===== src/rtl/panel_cfg_pkg.sv =====
package panel_cfg_pkg;

   localparam int FRAME_BITS = 16;
   localparam int SCRIPT_LEN = 6;
   localparam int PTR_W      = 3;
   localparam logic [PTR_W-1:0] ON_FIRST  = 3'd0;
   localparam logic [PTR_W-1:0] ON_LAST   = 3'd4;
   localparam logic [PTR_W-1:0] OFF_FIRST = 3'd5;
   localparam logic [PTR_W-1:0] OFF_LAST  = 3'd5;

   typedef enum logic [2:0] {
      SER_IDLE,
      SER_LEAD,
      SER_LOW,
      SER_HIGH,
      SER_GAP
   } ser_state_t;

   // Entries 0..4: power-up order; entry 5: power-down.
   function automatic logic [FRAME_BITS-1:0] script_word(input logic [PTR_W-1:0] idx);
      logic [FRAME_BITS-1:0] w;
      case (idx)
         3'd0:    w = 16'h051E;
         3'd1:    w = 16'h055E;
         3'd2:    w = 16'h078D;
         3'd3:    w = 16'h1301;
         3'd4:    w = 16'h055F;
         3'd5:    w = 16'h055E;
         default: w = 16'h0000;
      endcase
      return w;
   endfunction

endpackage


===== src/rtl/panel_cfg_seq.sv =====
module panel_cfg_seq
   import panel_cfg_pkg::*;
#(
   parameter int ADDR_W = 8,
   parameter int DATA_W = 8
) (
   input  logic                     clk,
   input  logic                     rst_n,
   input  logic                     wr_req,
   input  logic [ADDR_W-1:0]        wr_addr,
   input  logic [DATA_W-1:0]        wr_data,
   input  logic                     on_req,
   input  logic                     off_req,
   input  logic                     frame_done,
   output logic                     launch,
   output logic [ADDR_W+DATA_W-1:0] word,
   output logic                     busy,
   output logic                     done
);

   localparam int WORD_W = ADDR_W + DATA_W;

   logic              single_q;
   logic [WORD_W-1:0] hold_q;
   logic [PTR_W-1:0]  ptr_q;
   logic [PTR_W-1:0]  last_q;

   always_ff @(posedge clk or negedge rst_n) begin
      if (!rst_n) begin
         busy     <= 1'b0;
         done     <= 1'b0;
         launch   <= 1'b0;
         single_q <= 1'b0;
         hold_q   <= '0;
         ptr_q    <= '0;
         last_q   <= '0;
      end else begin
         done   <= 1'b0;
         launch <= 1'b0;
         if (!busy) begin
            if (wr_req) begin
               busy     <= 1'b1;
               launch   <= 1'b1;
               single_q <= 1'b1;
               hold_q   <= {wr_addr, wr_data};
            end else if (on_req) begin
               busy     <= 1'b1;
               launch   <= 1'b1;
               single_q <= 1'b0;
               ptr_q    <= ON_FIRST;
               last_q   <= ON_LAST;
            end else if (off_req) begin
               busy     <= 1'b1;
               launch   <= 1'b1;
               single_q <= 1'b0;
               ptr_q    <= OFF_FIRST;
               last_q   <= OFF_LAST;
            end
         end else if (frame_done) begin
            if (single_q || ptr_q == last_q) begin
               busy <= 1'b0;
               done <= 1'b1;
            end else begin
               ptr_q  <= ptr_q + 1'b1;
               launch <= 1'b1;
            end
         end
      end
   end

   assign word = single_q ? hold_q : WORD_W'(script_word(ptr_q));

endmodule


===== src/rtl/panel_cfg_ser.sv =====
module panel_cfg_ser
   import panel_cfg_pkg::*;
#(
   parameter int WORD_W = 16,
   parameter int DIV_W  = 8
) (
   input  logic              clk,
   input  logic              rst_n,
   input  logic              start,
   input  logic [WORD_W-1:0] word,
   input  logic [DIV_W-1:0]  half_div,
   output logic              sel_n,
   output logic              ser_clk,
   output logic              ser_dat,
   output logic              frame_done
);

   localparam int BIT_W = $clog2(WORD_W);
   localparam logic [BIT_W-1:0] LAST_BIT = BIT_W'(WORD_W - 1);

   logic [DIV_W-1:0] eff_div;

   generate
      if (DIV_W == 1) begin : g_div_fixed
         assign eff_div = 1'b1;
      end else begin : g_div_clamp
         assign eff_div = (half_div == '0) ? DIV_W'(1) : half_div;
      end
   endgenerate

   ser_state_t        state_q;
   logic [DIV_W-1:0]  reload_q;
   logic [DIV_W-1:0]  cnt_q;
   logic [WORD_W-1:0] shift_q;
   logic [BIT_W-1:0]  bit_q;

   always_ff @(posedge clk or negedge rst_n) begin
      if (!rst_n) begin
         state_q    <= SER_IDLE;
         reload_q   <= DIV_W'(1);
         cnt_q      <= '0;
         shift_q    <= '0;
         bit_q      <= '0;
         sel_n      <= 1'b1;
         ser_clk    <= 1'b1;
         ser_dat    <= 1'b0;
         frame_done <= 1'b0;
      end else begin
         frame_done <= 1'b0;
         case (state_q)
            SER_IDLE: begin
               if (start) begin
                  shift_q  <= word;
                  reload_q <= eff_div;
                  cnt_q    <= eff_div - 1'b1;
                  bit_q    <= '0;
                  sel_n    <= 1'b0;
                  state_q  <= SER_LEAD;
               end
            end
            SER_LEAD: begin
               if (cnt_q == '0) begin
                  ser_clk <= 1'b0;
                  ser_dat <= shift_q[WORD_W-1];
                  cnt_q   <= reload_q - 1'b1;
                  state_q <= SER_LOW;
               end else begin
                  cnt_q <= cnt_q - 1'b1;
               end
            end
            SER_LOW: begin
               if (cnt_q == '0) begin
                  ser_clk <= 1'b1;
                  cnt_q   <= reload_q - 1'b1;
                  state_q <= SER_HIGH;
               end else begin
                  cnt_q <= cnt_q - 1'b1;
               end
            end
            SER_HIGH: begin
               if (cnt_q == '0) begin
                  cnt_q <= reload_q - 1'b1;
                  if (bit_q == LAST_BIT) begin
                     sel_n   <= 1'b1;
                     ser_dat <= 1'b0;
                     state_q <= SER_GAP;
                  end else begin
                     bit_q   <= bit_q + 1'b1;
                     shift_q <= {shift_q[WORD_W-2:0], 1'b0};
                     ser_clk <= 1'b0;
                     ser_dat <= shift_q[WORD_W-2];
                     state_q <= SER_LOW;
                  end
               end else begin
                  cnt_q <= cnt_q - 1'b1;
               end
            end
            SER_GAP: begin
               if (cnt_q == '0) begin
                  frame_done <= 1'b1;
                  state_q    <= SER_IDLE;
               end else begin
                  cnt_q <= cnt_q - 1'b1;
               end
            end
            default: state_q <= SER_IDLE;
         endcase
      end
   end

endmodule


===== src/rtl/panel_cfg_writer.sv =====
module panel_cfg_writer #(
   parameter int ADDR_W = 8,
   parameter int DATA_W = 8,
   parameter int DIV_W  = 8
) (
   input  logic              clk,
   input  logic              rst_n,
   input  logic              wr_req,
   input  logic [ADDR_W-1:0] wr_addr,
   input  logic [DATA_W-1:0] wr_data,
   input  logic              on_req,
   input  logic              off_req,
   input  logic [DIV_W-1:0]  half_div,
   output logic              sel_n,
   output logic              ser_clk,
   output logic              ser_dat,
   output logic              busy,
   output logic              done
);

   localparam int WORD_W = ADDR_W + DATA_W;

   generate
      if (ADDR_W != 8 || DATA_W != 8) begin : g_bad_width
         $error("panel_cfg_writer: script table needs 8-bit address and data");
      end
      if (DIV_W < 1) begin : g_bad_div
         $error("panel_cfg_writer: DIV_W must be at least 1");
      end
   endgenerate

   logic              launch;
   logic              frame_done;
   logic [WORD_W-1:0] word;

   panel_cfg_seq #(
      .ADDR_W(ADDR_W),
      .DATA_W(DATA_W)
   ) i_seq (
      .clk       (clk),
      .rst_n     (rst_n),
      .wr_req    (wr_req),
      .wr_addr   (wr_addr),
      .wr_data   (wr_data),
      .on_req    (on_req),
      .off_req   (off_req),
      .frame_done(frame_done),
      .launch    (launch),
      .word      (word),
      .busy      (busy),
      .done      (done)
   );

   panel_cfg_ser #(
      .WORD_W(WORD_W),
      .DIV_W (DIV_W)
   ) i_ser (
      .clk       (clk),
      .rst_n     (rst_n),
      .start     (launch),
      .word      (word),
      .half_div  (half_div),
      .sel_n     (sel_n),
      .ser_clk   (ser_clk),
      .ser_dat   (ser_dat),
      .frame_done(frame_done)
   );

endmodule


===== config.mk =====
export PLATFORM = sky130hd
export DESIGN_NAME = panel_cfg_writer
export DESIGN_NICKNAME = d
export VERILOG_FILES = /design/src/rtl/panel_cfg_pkg.sv /design/src/rtl/panel_cfg_seq.sv /design/src/rtl/panel_cfg_ser.sv /design/src/rtl/panel_cfg_writer.sv
export SDC_FILE = /design/constraint.sdc
export NUM_CORES = 1
export LEC_CHECK = 0
export BUFFER_PORTS_ARGS = -buffer_cell sky130_fd_sc_hd__buf_4
export CAP_MARGIN = 20
export CORE_ASPECT_RATIO = 1.25
export CORE_MARGIN = 2
export CORE_UTILIZATION = 55
export CTS_BUF_LIST = sky130_fd_sc_hd__clkbuf_16
export DETAILED_ROUTE_END_ITERATION = 16
export PLACE_DENSITY = 0.73
export RECOVER_POWER = 100
export SETUP_SLACK_MARGIN = 0.15
export SKIP_LAST_GASP = 1
export SLEW_MARGIN = 20
export SYNTH_ARGS = -nofsm -noshare
export SYNTH_HDL_FRONTEND = slang
export SYNTH_SLANG_ARGS = --single-unit
export TNS_END_PERCENT = 10

===== constraint.sdc =====
create_clock -name clk -period 3.3 [get_ports clk]
set_input_delay 0.33 -clock clk [delete_from_list [all_inputs] [get_ports clk]]
set_output_delay 0.33 -clock clk [all_outputs]
set_load 0.02 [all_outputs]

======== Yosys cells after proc, flatten, opt, wreduce, memory -nomap -nowiden ========
Cells that the tools add are included.
operators by class
  eq/ne operators ......................... 22
  reductions and logical operators ........ 25
  multiplexer cells ....................... 58
  add/sub/neg operators ................... 5
  bitwise logic cells ..................... 2
operators by type and width
  kind                 number
  $pmux 13 s5          1
  $mux 16              4
  $mux 3               13
  $mux 8               4
  $pmux 16 s2          1
  $mux 1               26
  $pmux 8 s3           1
  $sub 8x1->8 const B  3
  $logic_not 8->1      2
  $pmux 3 s5           1
  $ne 2x1->1 const B   7
  $eq 3x2->1 const B   4
  $mux 4               3
  $reduce_and 4->1     3
  $reduce_bool 3->1    4
  $reduce_and 5->1     2
  $eq 3x3->1 const B   3
  $reduce_and 3->1     3
  $ne 2x2->1 const B   4
  $pmux 4 s2           1
  $eq 3x1->1 const B   2
  $logic_not 3->1      2
  $reduce_and 2->1     3
  $reduce_bool 2->1    3
  other kinds (10)     12
word-level totals
  register bits after elaboration ......... 69
  logic and storage cells ................. 128

======== Longest topological paths before layout ========
  depth in word-level cells ............... 6
  depth in mapped cells ................... 9
  mapped depth without buffers ............ 9

======== Modules after synthesis ========
Synthesis repeated with hierarchy kept, for this count alone.
second synthesis, totals
  cells, all modules ...................... 419
  area total of the unflattened synthesis .. 3891.2 sq um
by module, submodules not included
  module         seq. area each (sq um)  cells each  instances  area an instance (sq um)
  panel_cfg_ser  1079.8                  295         1          2610.0
  panel_cfg_seq  625.6                   124         1          1281.2

======== Least setup slack after synthesis ========
Ideal clock, no wire load.
  kind .................................... register to register
  start ................................... register i_ser.cnt_q[0]
  end ..................................... register i_ser.bit_q[3]
  arrival time ............................ 2269 ps
  setup time .............................. 78 ps
  buffers on the path ..................... 1
  stages on the path, launching flop included .. 9
  path slack .............................. 953 ps
  data required time ...................... 3222 ps
  clock period less this slack ............ 2347 ps
  cell sequence ........................... dfrtp_1 -> inv_1 -> ha_1 -> or3b_2 -> or2_1 -> a211o_1 -> buf_6 -> or3_1 -> a21oi_1
between the ends
  longest elaborated chain between the ends .. 3
RTL lines
  item                               RTL line             RTL
  start, declared                    panel_cfg_ser.sv:33  logic [DIV_W-1:0] cnt_q;
  start signal, assigned             panel_cfg_ser.sv:55  cnt_q <= eff_div - 1'b1;
  start signal, assigned             panel_cfg_ser.sv:65  cnt_q <= reload_q - 1'b1;
  start signal, assigned             panel_cfg_ser.sv:68  cnt_q <= cnt_q - 1'b1;
  $logic_not 8->1                    panel_cfg_ser.sv:81  if (cnt_q == '0) begin
  $ne 2x1->1 (no source line)        --
  $reduce_and 4->1 (no source line)  --
  end signal, assigned               panel_cfg_ser.sv:88  bit_q <= bit_q + 1'b1;
  end, declared                      panel_cfg_ser.sv:35  logic [BIT_W-1:0] bit_q;
Every way passes these cells.
A chain may end at the register's enable or synchronous reset.

======== Final worst setup path ========
  start ................................... register i_ser.cnt_q[0]
  end ..................................... register i_ser.bit_q[0]
The elaborated chain is that of the path after synthesis.

==> results.toml <==
[synth]
synth-async-reset-ratio_pct = 100
synth-seq-area-share_pct = 46.3
synth_commonest_cells = "65 x sky130_fd_sc_hd__dfrtp_1, 45 x sky130_fd_sc_hd__nand2_1, 38 x sky130_fd_sc_hd__nor2_1"
synth_enable_flop_cells = 0
netlist_top_cells_area = "sky130_fd_sc_hd__dfrtp_1 44%, sky130_fd_sc_hd__mux2_2 6.7%, sky130_fd_sc_hd__nand2_1 4.6%"
distinct_cell_type_count_after_synthesis = 50
synth_most_common_cell = "sky130_fd_sc_hd__dfrtp_1"
synth.yosys.warnings = 0
synth.net_count = 431
synth-seq-cells = 68
synth_top_area_cell = "sky130_fd_sc_hd__dfrtp_1"
synth_area_mm2 = 0.00368
synth_cells = 392
synth_top_area_share_pct = 44.2
syn_avg_cell_area_um2 = 9.40
synth_flop_type = "sky130_fd_sc_hd__dfrtp_1"

[global_route]
grt_antenna_before_repair = 0
grt_util_all_layers_pct = 23.7
grt_start_max_net_pins = 69
number_of_global_route_vias_before_repair = 2862
total_congestion_overflow = 0
global_route_wire_length_before_repair_um = 13800

[final_layout]
syn_to_final_growth_pct = 16.3
fillers = 571
net_count_of_the_finished_layout = 462
antenna_cells_inserted = 0
utilization_pct = 65.7
post_layout_nonfiller_instances = 515
final_layout_size_suffix_gt1_share_pct = 17.3

[detailed_routing]
wl_per_cell_um = 15.9
number_of_nets_with_antenna_violations_after_detailed_routing = 0
vias = 3037
first_pass_iters = 4
vias_per_cell = 5.90
drt-initial-drc-count = 248
post-route-drc-count = 0
wl_um = 8200

[clocking]
cts_inserted_buffers = 9
clock_root_buffer = "sky130_fd_sc_hd__clkbuf_16"
cts_hold_buffers = 0
path_clk_slew_ns = 0.06
clk-insertion-delay-late_ns = 0.33
h-tree-depth = 3
tritoncts_clock_tree = "done"
post_cts_resized = 0
cts-root-to-sink-buffers = 2
cts_num_sinks = 68
postCtsSetupRepairBufs = 0

[worst_hold_path]
timing.hold.worst.class = "in2reg"
hold_depth = 2
hold_path_end = "i_seq.last_q[0]"
min_from = "on_req"

[sta]
report.final.hold_viol_count = 0
final.setup.tns_ns = 0
fin_hold_ws_ns = 0.224
tightest_slew_ns = 1.67
count_of_endpoints_failing_setup_in_the_final_report = 0
max_freq_mhz = 367
timing.final.max_slew_violations = 69
final_critical_path_time_including_i_o_delays_and_setup_ns = 2.73
final.setup_skew_ns = 0.00583
rsz0062_at_grt = "false"
max-slew-margin-rel_pct = -11.1
layout_worst_path_cycle_share_pct = 82.6

[pwr]
p_clk_share_pct = 36.0
switching_share_pct = 31.2
power_density_mw_per_mm2 = 661
p_int_mw = 1.95
p_seq_share_pct = 41.1
switch_pwr_mw = 0.882
static-leakage-power_nw = 1.78
comb_power_share_pct = 23.0
power.ir.vdd_worst_v = 0.000503

[setup_path]
worst-setup-path-type = "reg2reg"
worst-endpoint-arrival_ns = 2.97
critical_path.startpoint_type = "register"
worst_r2r_startpoint = "i_ser.cnt_q[0]"
endpoint_kind_of_the_worst_setup_timing_path = "register"
timing.reg2reg.setup_slack_ns = 0.57
worst-path-max-fanout = 20
worst_ep_required_time_ns = 3.54
worstRegToRegCells = 9
worstReg2RegEnd = "i_ser.bit_q[0]"

[run_status]
failing_checks = "capacitance limit, slew limit"
status = "complete, but fails checks"

[place]
gp_routability_congestion = 0.950
port_buffers = 33
place_inst = 499
hpwl_um = 5710

[run]
maxCapViolations = 1

[floorplanning]
row_count = 33
die_width_um = 77.2
floorplan.die.height_um = 95.5
start_util_pct = 56.5
die_area_mm2 = 0.00737
core_box_area_mm2 = 0.00652
top_level_ports = 34
## worst max-delay path by stage
stage / end / depth (start not counted) / startpoint
floorplan: i_ser.bit_q[3] / 8 / i_ser.cnt_q[0]
global placement: i_ser.bit_q[3] / 7 / i_ser.cnt_q[0]
detailed placement: i_ser.bit_q[3] / 7 / i_ser.cnt_q[0]
CTS: i_ser.bit_q[3] / 7 / i_ser.cnt_q[0]
global route: i_ser.shift_q[9] / 9 / i_ser.cnt_q[0]
finish: i_ser.bit_q[0] / 9 / i_ser.cnt_q[0]
## critical path, cell delays in order, from the launching register on
cell and delay, ns:
sky130_fd_sc_hd__dfrtp_1 0.42, sky130_fd_sc_hd__inv_1 0.15, sky130_fd_sc_hd__ha_1 0.20, sky130_fd_sc_hd__or3b_2 0.52
sky130_fd_sc_hd__or2_0 0.25, sky130_fd_sc_hd__clkbuf_1 0.27, sky130_fd_sc_hd__a211oi_1 0.28, sky130_fd_sc_hd__buf_4 0.27
sky130_fd_sc_hd__nand2_1 0.09, sky130_fd_sc_hd__o21ai_0 0.18
## cells in the final DEF (no fill, tap or decap), drive strengths merged, types with 3 or more instances in the layout
cell / instances
dfrtp: 65
nand2: 45
nor2: 38
o21ai: 32
buf: 30
a21oi: 25
mux2: 22
clkbuf: 18
inv: 14
nor3: 13
ha: 10
xnor2: 9
a211oi: 9
a31oi: 8
nand3: 8
nor3b: 6
xor2: 6
mux2i: 5
nor4: 4
and2: 4
or4: 3
nor2b: 3
a221oi: 3
o211ai: 3
or2: 3
clkinv: 3
dfstp: 3
## routing by layer
metal  global-route usage (%)  wire length [um]  vias to the layer above
li1                         -                 -                     1483
met1                     30.5              3680                     1493
met2                     40.4              4160                       47
met3                     4.17               238                       14
met4                     8.78               117                        0
met5                        0                 0                        -
## area by class of cell
type / count / area, um2 / area share [%]
multi-input cells: 292 / 1850 / 43.1
well taps: 87 / 109 / 2.54
repair buffers: 39 / 260 / 6.07
flip-flops and latches: 68 / 1710 / 39.8
clock inverters: 7 / 88.8 / 2.07
inverters: 13 / 48.8 / 1.14
clock buffers: 9 / 225 / 5.26
## kinds of logic (layout without fill, tap and decap cells)
kind of cell	after synthesis	in the layout	share of synthesized area (%)
compound gates	105	105	18.0
xor+xnor	15	15	3.57
fa+ha+maj	10	10	3.40
buf+inv	32	68	3.53
flops	68	68	46.3
mux	27	27	8.08
simple gates	135	135	17.2
## power groups by stage
stage	registers [mW]	clock network, mW	logic [mW]
5_1_grt	1.19	1.07	0.747
3_3_place_gp	1.16	0	0.640
4_1_cts	1.16	1.03	0.658
3_5_place_dp	1.17	0	0.651
2_1_floorplan	1.12	0	0.506
6_report	1.16	1.02	0.650
## sequential cells by signal, summed over array words and instances, names as in the netlist, 2 cells and up
signal          cells
i_ser.shift_q      16
i_ser.bit_q         4
i_seq.hold_q       16
i_ser.reload_q      8
i_seq.ptr_q         3
i_ser.state_q       3
i_seq.last_q        2
i_ser.cnt_q         8
## per-stage QoR
| step | setup slack, ns | power [mW] | cell area [um2] |
|---|---|---|---|
| after global placement | 0.750 | 1.80 | 4010 |
| after global routing | 0.296 | 3.01 | 4290 |
| after CTS | 0.666 | 2.85 | 4320 |
| after detailed placement | 0.692 | 1.82 | 4010 |
| final | 0.574 | 2.83 | 4290 |
| after floorplan | 0.953 | 1.63 | 3680 |
Note: power is estimated with default switching activity, not from simulation.
